--- config.mk ---
export PLATFORM = sky130hd
export DESIGN_NAME = dtx_unit
export DESIGN_NICKNAME = d
export VERILOG_FILES = /design/src/rtl/dtx_pkg.sv /design/src/rtl/dtx_mode_sel.sv /design/src/rtl/dtx_classify.sv /design/src/rtl/dtx_capture.sv /design/src/rtl/dtx_unit.sv
export SDC_FILE = /design/constraint.sdc
export NUM_CORES = 1
export LEC_CHECK = 0
export BUFFER_PORTS_ARGS = -buffer_cell sky130_fd_sc_hd__buf_2
export CAP_MARGIN = 0
export CORE_AREA = 2 2 170 172
export DETAILED_ROUTE_END_ITERATION = 7
export DIE_AREA = 0 0 172 174
export GPL_TIMING_DRIVEN = 1
export MAX_ROUTING_LAYER = met4
export PLACE_DENSITY = 0.65
export REMOVE_ABC_BUFFERS = 1
export SKIP_CTS_REPAIR_TIMING = 1
export SLEW_MARGIN = 40
export SYNTH_ARGS = -nofsm -noshare
export SYNTH_HDL_FRONTEND = slang
export SYNTH_SLANG_ARGS = --single-unit
--- constraint.sdc ---
create_clock -name clk -period 2.9 [get_ports clk]
set_clock_uncertainty 0.1 [all_clocks]
set_input_delay 0.145 -clock clk [delete_from_list [all_inputs] [get_ports clk]]
set_output_delay 0.145 -clock clk [all_outputs]
set_load 0.1 [all_outputs]
--- src/rtl/dtx_pkg.sv ---
package dtx_pkg;

  typedef enum logic [1:0] {
    MD_KERN = 2'd0,
    MD_EXEC = 2'd1,
    MD_SUPV = 2'd2,
    MD_USER = 2'd3
  } dtx_mode_e;

  typedef enum logic [2:0] {
    FC_NONE  = 3'd0,
    FC_ACV   = 3'd1,
    FC_FAULT = 3'd2,
    FC_MISS  = 3'd3,
    FC_DMISS = 3'd4
  } dtx_fault_e;

  localparam int FL_W     = 6;
  localparam int FL_WR    = 0;
  localparam int FL_ACV   = 1;
  localparam int FL_MISS  = 2;
  localparam int FL_BADVA = 3;
  localparam int FL_FONR  = 4;
  localparam int FL_FONW  = 5;

  localparam int OP_W   = 6;
  localparam int RA_W   = 5;
  localparam int STAT_W = OP_W + RA_W + FL_W;

  // Privileged code picks alternate or kernel; otherwise current mode.
  function automatic logic [1:0] pick_mode(input logic pal, input logic use_alt,
                                           input logic [1:0] am, input logic [1:0] cm);
    if (!pal) return cm;
    return use_alt ? am : MD_KERN;
  endfunction

  // Status word: opcode above register number above reason flags.
  function automatic logic [STAT_W-1:0] pack_status(input logic [OP_W-1:0] op,
                                                    input logic [RA_W-1:0] ra,
                                                    input logic [FL_W-1:0] fl);
    return {op, ra, fl};
  endfunction

endpackage

--- src/rtl/dtx_mode_sel.sv ---
module dtx_mode_sel (
  input  logic       pal_pc,
  input  logic       use_alt,
  input  logic [1:0] alt_mode,
  input  logic [1:0] cur_mode,
  output logic [1:0] eff_mode
);
  import dtx_pkg::*;

  always_comb eff_mode = pick_mode(pal_pc, use_alt, alt_mode, cur_mode);

endmodule

--- src/rtl/dtx_classify.sv ---
module dtx_classify #(
  parameter int VA_W    = 64,
  parameter int IMPL_W  = 43,
  parameter int PA_W    = 44,
  parameter int PG_W    = 13,
  parameter int SP_PA_W = 40,
  localparam int PFN_W  = PA_W - PG_W
) (
  input  logic [VA_W-1:0]     va,
  input  logic                is_wr,
  input  logic                vpte,
  input  logic [1:0]          cur_mode,
  input  logic [1:0]          eff_mode,
  input  logic [1:0]          sp_ctl,
  input  logic                tlb_hit,
  input  logic [PFN_W-1:0]    tlb_pfn,
  input  logic [3:0]          tlb_rd_en,
  input  logic [3:0]          tlb_wr_en,
  input  logic                tlb_fonr,
  input  logic                tlb_fonw,
  output logic [2:0]          fcode,
  output logic [dtx_pkg::FL_W-1:0] flags,
  output logic [PA_W-1:0]     pa,
  output logic                uncached,
  output logic                ev_badva,
  output logic                ev_super,
  output logic                ev_miss
);
  import dtx_pkg::*;

  logic [VA_W-IMPL_W:0] hi_bits;
  logic                 perm_ok;
  logic                 fo_bit;
  logic [PA_W-1:0]      hit_pa;

  assign hi_bits  = va[VA_W-1:IMPL_W-1];
  assign ev_badva = !((&hi_bits) || !(|hi_bits));
  assign ev_super = sp_ctl[1] && (va[IMPL_W-1:IMPL_W-2] == 2'b10);
  assign ev_miss  = !ev_badva && !ev_super && !tlb_hit;
  assign perm_ok  = is_wr ? tlb_wr_en[eff_mode] : tlb_rd_en[eff_mode];
  assign fo_bit   = is_wr ? tlb_fonw : tlb_fonr;
  assign hit_pa   = {tlb_pfn, va[PG_W-1:0]};

  always_comb begin
    fcode = FC_NONE;
    flags = '0;
    pa    = '0;
    flags[FL_WR] = is_wr;
    if (ev_badva) begin
      fcode = FC_FAULT;
      flags[FL_BADVA] = 1'b1;
      flags[FL_ACV]   = 1'b1;
    end else if (ev_super) begin
      if (cur_mode != MD_KERN) begin
        fcode = FC_ACV;
        flags[FL_ACV] = 1'b1;
      end else begin
        pa = PA_W'(va[SP_PA_W-1:0]);
      end
    end else if (!tlb_hit) begin
      fcode = vpte ? FC_DMISS : FC_MISS;
      flags[FL_MISS] = 1'b1;
    end else if (!perm_ok) begin
      fcode = is_wr ? FC_FAULT : FC_ACV;
      flags[FL_ACV] = 1'b1;
      flags[is_wr ? FL_FONW : FL_FONR] = fo_bit;
    end else if (fo_bit) begin
      fcode = FC_FAULT;
      flags[is_wr ? FL_FONW : FL_FONR] = 1'b1;
    end else begin
      pa = hit_pa;
    end
    if (fcode == FC_NONE) flags = '0;
  end

  assign uncached = (fcode == FC_NONE) && pa[PA_W-1];

endmodule

--- src/rtl/dtx_capture.sv ---
module dtx_capture #(
  parameter int VA_W   = 64,
  parameter int STAT_W = 17
) (
  input  logic              clk,
  input  logic              rst_n,
  input  logic              fault_ev,
  input  logic              va_rd,
  input  logic [VA_W-1:0]   va_in,
  input  logic [STAT_W-1:0] stat_in,
  input  logic [VA_W-1:0]   fmt_in,
  output logic [VA_W-1:0]   cap_va,
  output logic [STAT_W-1:0] cap_stat,
  output logic [VA_W-1:0]   cap_fmt,
  output logic              locked
);

  logic take;
  assign take = fault_ev && !locked;

  always_ff @(posedge clk or negedge rst_n) begin
    if (!rst_n) begin
      cap_va   <= '0;
      cap_stat <= '0;
      cap_fmt  <= '0;
      locked   <= 1'b0;
    end else begin
      if (take) begin
        cap_va   <= va_in;
        cap_stat <= stat_in;
        cap_fmt  <= fmt_in;
      end
      locked <= take || (locked && !va_rd);
    end
  end

  p_hold_locked_r11: assert property (@(posedge clk) disable iff (!rst_n)
    locked |=> $stable(cap_va) && $stable(cap_stat) && $stable(cap_fmt));

  p_lock_set_r11: assert property (@(posedge clk) disable iff (!rst_n)
    (fault_ev && !locked) |=> locked && (cap_va == $past(va_in)));

  p_unlock_r11: assert property (@(posedge clk) disable iff (!rst_n)
    (locked && va_rd) |=> !locked);

endmodule

--- src/rtl/dtx_unit.sv ---
module dtx_unit #(
  parameter int VA_W    = 64,
  parameter int IMPL_W  = 43,
  parameter int PA_W    = 44,
  parameter int PG_W    = 13,
  parameter int SP_PA_W = 40,
  parameter int ASN_W   = 8,
  localparam int VPN_W  = IMPL_W - PG_W,
  localparam int PFN_W  = PA_W - PG_W,
  localparam int STAT_W = dtx_pkg::STAT_W
) (
  input  logic               clk,
  input  logic               rst_n,
  input  logic               req_vld,
  input  logic [VA_W-1:0]    req_va,
  input  logic               req_wr,
  input  logic               req_alt,
  input  logic               req_vpte,
  input  logic               pal_pc,
  input  logic [1:0]         cur_mode,
  input  logic [1:0]         alt_mode,
  input  logic [1:0]         sp_ctl,
  input  logic [ASN_W-1:0]   asn_in,
  input  logic [5:0]         ins_op,
  input  logic [4:0]         ins_ra,
  input  logic [VA_W-1:0]    pt_base,
  input  logic               va_rd,
  output logic [VPN_W-1:0]   lk_vpn,
  output logic [ASN_W-1:0]   lk_asn,
  input  logic               tlb_hit,
  input  logic [PFN_W-1:0]   tlb_pfn,
  input  logic [3:0]         tlb_rd_en,
  input  logic [3:0]         tlb_wr_en,
  input  logic               tlb_fonr,
  input  logic               tlb_fonw,
  output logic               rsp_vld,
  output logic [PA_W-1:0]    rsp_pa,
  output logic [2:0]         rsp_fault,
  output logic               rsp_uncached,
  output logic [VA_W-1:0]    cap_va,
  output logic [STAT_W-1:0]  cap_stat,
  output logic [VA_W-1:0]    cap_fmt,
  output logic               cap_locked
);
  import dtx_pkg::*;

  logic [1:0]        eff_mode;
  logic [2:0]        d_fcode;
  logic [FL_W-1:0]   d_flags;
  logic [PA_W-1:0]   d_pa;
  logic              d_unc;
  logic              ev_badva, ev_super, ev_miss;
  logic              fault_ev;
  logic [STAT_W-1:0] stat_word;
  logic [VA_W-1:0]   fmt_word;

  assign lk_vpn = req_va[IMPL_W-1:PG_W];
  assign lk_asn = asn_in;

  dtx_mode_sel u_mode (
    .pal_pc   (pal_pc),
    .use_alt  (req_alt),
    .alt_mode (alt_mode),
    .cur_mode (cur_mode),
    .eff_mode (eff_mode)
  );

  dtx_classify #(
    .VA_W(VA_W), .IMPL_W(IMPL_W), .PA_W(PA_W), .PG_W(PG_W), .SP_PA_W(SP_PA_W)
  ) u_cls (
    .va        (req_va),
    .is_wr     (req_wr),
    .vpte      (req_vpte),
    .cur_mode  (cur_mode),
    .eff_mode  (eff_mode),
    .sp_ctl    (sp_ctl),
    .tlb_hit   (tlb_hit),
    .tlb_pfn   (tlb_pfn),
    .tlb_rd_en (tlb_rd_en),
    .tlb_wr_en (tlb_wr_en),
    .tlb_fonr  (tlb_fonr),
    .tlb_fonw  (tlb_fonw),
    .fcode     (d_fcode),
    .flags     (d_flags),
    .pa        (d_pa),
    .uncached  (d_unc),
    .ev_badva  (ev_badva),
    .ev_super  (ev_super),
    .ev_miss   (ev_miss)
  );

  assign fault_ev  = req_vld && (d_fcode != FC_NONE);
  assign stat_word = pack_status(ins_op, ins_ra, d_flags);
  assign fmt_word  = pt_base | (VA_W'(lk_vpn) << 3);

  dtx_capture #(.VA_W(VA_W), .STAT_W(STAT_W)) u_cap (
    .clk      (clk),
    .rst_n    (rst_n),
    .fault_ev (fault_ev),
    .va_rd    (va_rd),
    .va_in    (req_va),
    .stat_in  (stat_word),
    .fmt_in   (fmt_word),
    .cap_va   (cap_va),
    .cap_stat (cap_stat),
    .cap_fmt  (cap_fmt),
    .locked   (cap_locked)
  );

  always_ff @(posedge clk or negedge rst_n) begin
    if (!rst_n) begin
      rsp_vld      <= 1'b0;
      rsp_pa       <= '0;
      rsp_fault    <= FC_NONE;
      rsp_uncached <= 1'b0;
    end else begin
      rsp_vld <= req_vld;
      if (req_vld) begin
        rsp_pa       <= d_pa;
        rsp_fault    <= d_fcode;
        rsp_uncached <= d_unc;
      end
    end
  end

  p_resp_follows_r2: assert property (@(posedge clk) disable iff (!rst_n)
    req_vld |=> rsp_vld);

  p_no_spurious_r2: assert property (@(posedge clk) disable iff (!rst_n)
    !req_vld |=> !rsp_vld);

  p_badva_code_r4: assert property (@(posedge clk) disable iff (!rst_n)
    (req_vld && ev_badva) |=> (rsp_fault == FC_FAULT));

  p_miss_code_r6: assert property (@(posedge clk) disable iff (!rst_n)
    (req_vld && ev_miss) |=> (rsp_fault == FC_MISS || rsp_fault == FC_DMISS));

  p_super_kern_r5: assert property (@(posedge clk) disable iff (!rst_n)
    (req_vld && ev_super && !ev_badva && cur_mode == MD_KERN) |=> (rsp_fault == FC_NONE));

  p_fault_zero_pa_r9: assert property (@(posedge clk) disable iff (!rst_n)
    (rsp_vld && rsp_fault != FC_NONE) |-> (rsp_pa == '0 && !rsp_uncached));

endmodule

==> flow_summary_export.csv <==
group,metric,value,unit
routing,drc_errors,0,
floorplanning,die_x,172,µm
worst_hold_path,min_path_cells,3,
worst_setup_path,reg2reg_depth,6,
clock_tree,clk_pin_slew,0.07,ns
synth,synth.avg_cell_area,13.2,µm²
placed_design,numPortBuffers,418,
floorplanning,die-height,174,µm
worst_setup_path,worst_ep_arrival_time,3.12,ns
worst_setup_path,worstPathRequired,3.17,ns
clock_tree,cts_made_buffers,17,
clock_tree,cts-root-buf,"clkbuf_16",
cells_and_area,finish.utilization,48.3,%
cells_and_area,fin_cells,1646,
synth,synth_area,8500,µm²
cells_and_area,drive_above_1_share,47.1,%
global_route,grt_pass1_vias,6608,
job,drv_cap,0,
worst_setup_path,end_kind,"register",
clock_tree,clk_latency,0.43,ns
floorplanning,fp.coreArea,28200,µm²
synth,yosysSeqAreaShare,57.4,%
sta,max_slew.worst_pin.slew,0.615,ns
global_route,grt_pass1_wl,37300,µm
worst_setup_path,rr_endpoint,"u_cap.cap_fmt[38]",
synth,ys_seq_elements,195,
routing,top_layer,"met4",
worst_hold_path,min-delay-start,"tlb_hit",
routing,wirelength,27900,µm
clock_tree,htree_levels,4,
global_route,antenna_found_initial,0,
routing,route.met3.wl,1440,µm
synth,synth_top_area_cell,"dfrtp_1",
global_route,grt_overflow,0,
cells_and_area,nets,1452,
routing,post_drt_wl_per_cell,16.9,µm
clock_tree,cts_max_path_buffers,2,
sta,tns,0,ns
worst_hold_path,hp-class,"in -> reg",
routing,vias,7473,
worst_setup_path,worstPathMaxFanout,21,
sta,fin_crit,2.85,ns
clock_tree,cts_num_sinks,195,
sta,maxSlewViolCount,0,
placed_design,place_inst,1402,
clock_tree,cts_tree,"done",
routing,viasPerCell,4.54,
synth,ys_top_cells_by_area,"dfrtp_1 (57%), mux2_2 (12%), buf_4 (4.1%)",
floorplanning,num_io_pins,436,
sta,setup_violations,0,
floorplanning,fp-row-count,62,
synth,syn_inst,642,
cells_and_area,diodes,0,
synth,yosys.area.top_type_share,57.4,%
run_status,outcome,"finished clean",
routing,first_iter_violations,281,
worst_setup_path,critPathKind,"in -> reg",
worst_setup_path,startpoint_type,"input pin",
sta,relSlewSlack,58.7,%
synth,yosysUniqueCellTypes,47,
sta,clock.fmax,351,MHz
routing,routedLengthMet1,11300,µm
sta,hold_violations,0,
placed_design,gp_congestion,0.839,
worst_setup_path,reg2reg_from,"u_cap.locked",
global_route,grt_usage,16.6,%
routing,drt_pass1_iterations,4,
synth,ys_warn_count,0,
sta,min_period_over_period,98.3,%
global_route,grt_start_max_net_pins,71,
worst_hold_path,min_to,"u_cap.cap_stat[1]",
cells_and_area,area_growth,60.2,%
worst_setup_path,reg2reg_slack,0.59,ns
routing,wl_met2,14500,µm
floorplanning,initial_core_util,30.1,%
routing,ant_nets,0,
placed_design,hpwlAfterDp,18000,µm
floorplanning,die-area,29900,µm²
==> logic make-up after synthesis <==
group | Yosys count | share of synthesized area [%]
AOI/OAI and AO/OA | 67 | 7.18
buffers and inverters | 126 | 8.67
DFF | 195 | 57.4
muxes | 147 | 19.9
and+or+nand+nor | 107 | 6.90
==> registers in the layout (all words and copies together) (netlist names) <==
name and cells:
u_cap.cap_stat 17, rsp_uncached 1, u_cap.cap_va 64, rsp_vld 1, rsp_fault 3, u_cap.locked 1, rsp_pa 44, u_cap.cap_fmt 64
==> metrics by stage <==
step	hold slack [ns]	cell area (µm²)	setup WS (ns)
after floorplan	-0.251	7990	-6.33
after global placement	0.0762	10900	0.242
after detailed placement	0.0852	10900	0.197
after CTS	-0.393	11500	0.579
after global routing	0.0127	13600	-0.115
final	0.0176	13600	0.0495
==> routing by layer <==
layer | track usage [%] | up-vias
li1 | - | 3427
met4 | 4.94 | 0
met5 | - | -
met3 | 3.26 | 43
met2 | 27.3 | 291
met1 | 20.6 | 3712
==> layout make-up <==
| type | count | area (µm²) |
|---|---|---|
| fillers | 2537 | 14600 |
| flip-flops and latches | 195 | 4880 |
| repair buffers | 655 | 4520 |
| multi-input cells | 321 | 2910 |
| well taps | 384 | 480 |
| clock buffers | 19 | 453 |
| inverters | 59 | 221 |
| clock inverters | 13 | 163 |
==> Yosys cell counts, drive strengths merged <==
cell type,n
o21ai,2
nor2,37
o32ai,14
nand2b,4
mux2i,33
nand2,7
or3,1
o21bai,2
a2111o,1
o311ai,1
o21a,1
dfrtp,195
clkbuf,7
and2,1
o2bb2ai,1
buf,60
o32a,2
a2111oi,2
a21boi,2
a221o,28
or3b,1
a22o,5
inv,59
a32o,1
a21oi,2
nand3b,1
nor3,3
nor2b,30
nor4b,1
and3,1
nand3,3
nand4,6
a21o,2
or4,2
mux2,114
and4,1
nor4,8
a211oi,1
==> placed cells by master, fill, tap and decap left out, drive strengths merged, types with 3 or more instances in the layout <==
cell	n
a221o	28
a22o	5
buf	442
clkbuf	20
clkinv	4
dfrtp	195
dlygate4sd3	212
inv	65
mux2	114
mux2i	33
nand2	7
nand2b	4
nand3	3
nand4	6
nor2	37
nor2b	30
nor3	3
nor4	8
o32ai	14
==> worst max-delay path: stages <==
cell and delay, ns:
buf_2 0.12, nor4_1 0.37, nand4_1 0.16, nor4_1 0.52, o21ai_1 0.36, nor4_4 0.31
buf_4 0.37, a221o_1 0.22, dlygate4sd3_1 0.55
==> how the worst max path moves through the flow <==
stage | startpoint | endpoint | depth (start not counted)
4_1_cts | u_cap.locked | u_cap.cap_fmt[38] | 6
6_report | req_va[58] | rsp_pa[16] | 9
3_3_place_gp | pal_pc | u_cap.cap_stat[0] | 9
3_5_place_dp | pal_pc | u_cap.cap_fmt[38] | 9
5_1_grt | req_va[58] | rsp_pa[16] | 9
2_1_floorplan | u_cap.locked | u_cap.cap_fmt[0] | 3
Power is not shown: default switching activity piles up to over one toggle a cycle in this logic, so the estimate is an artifact.
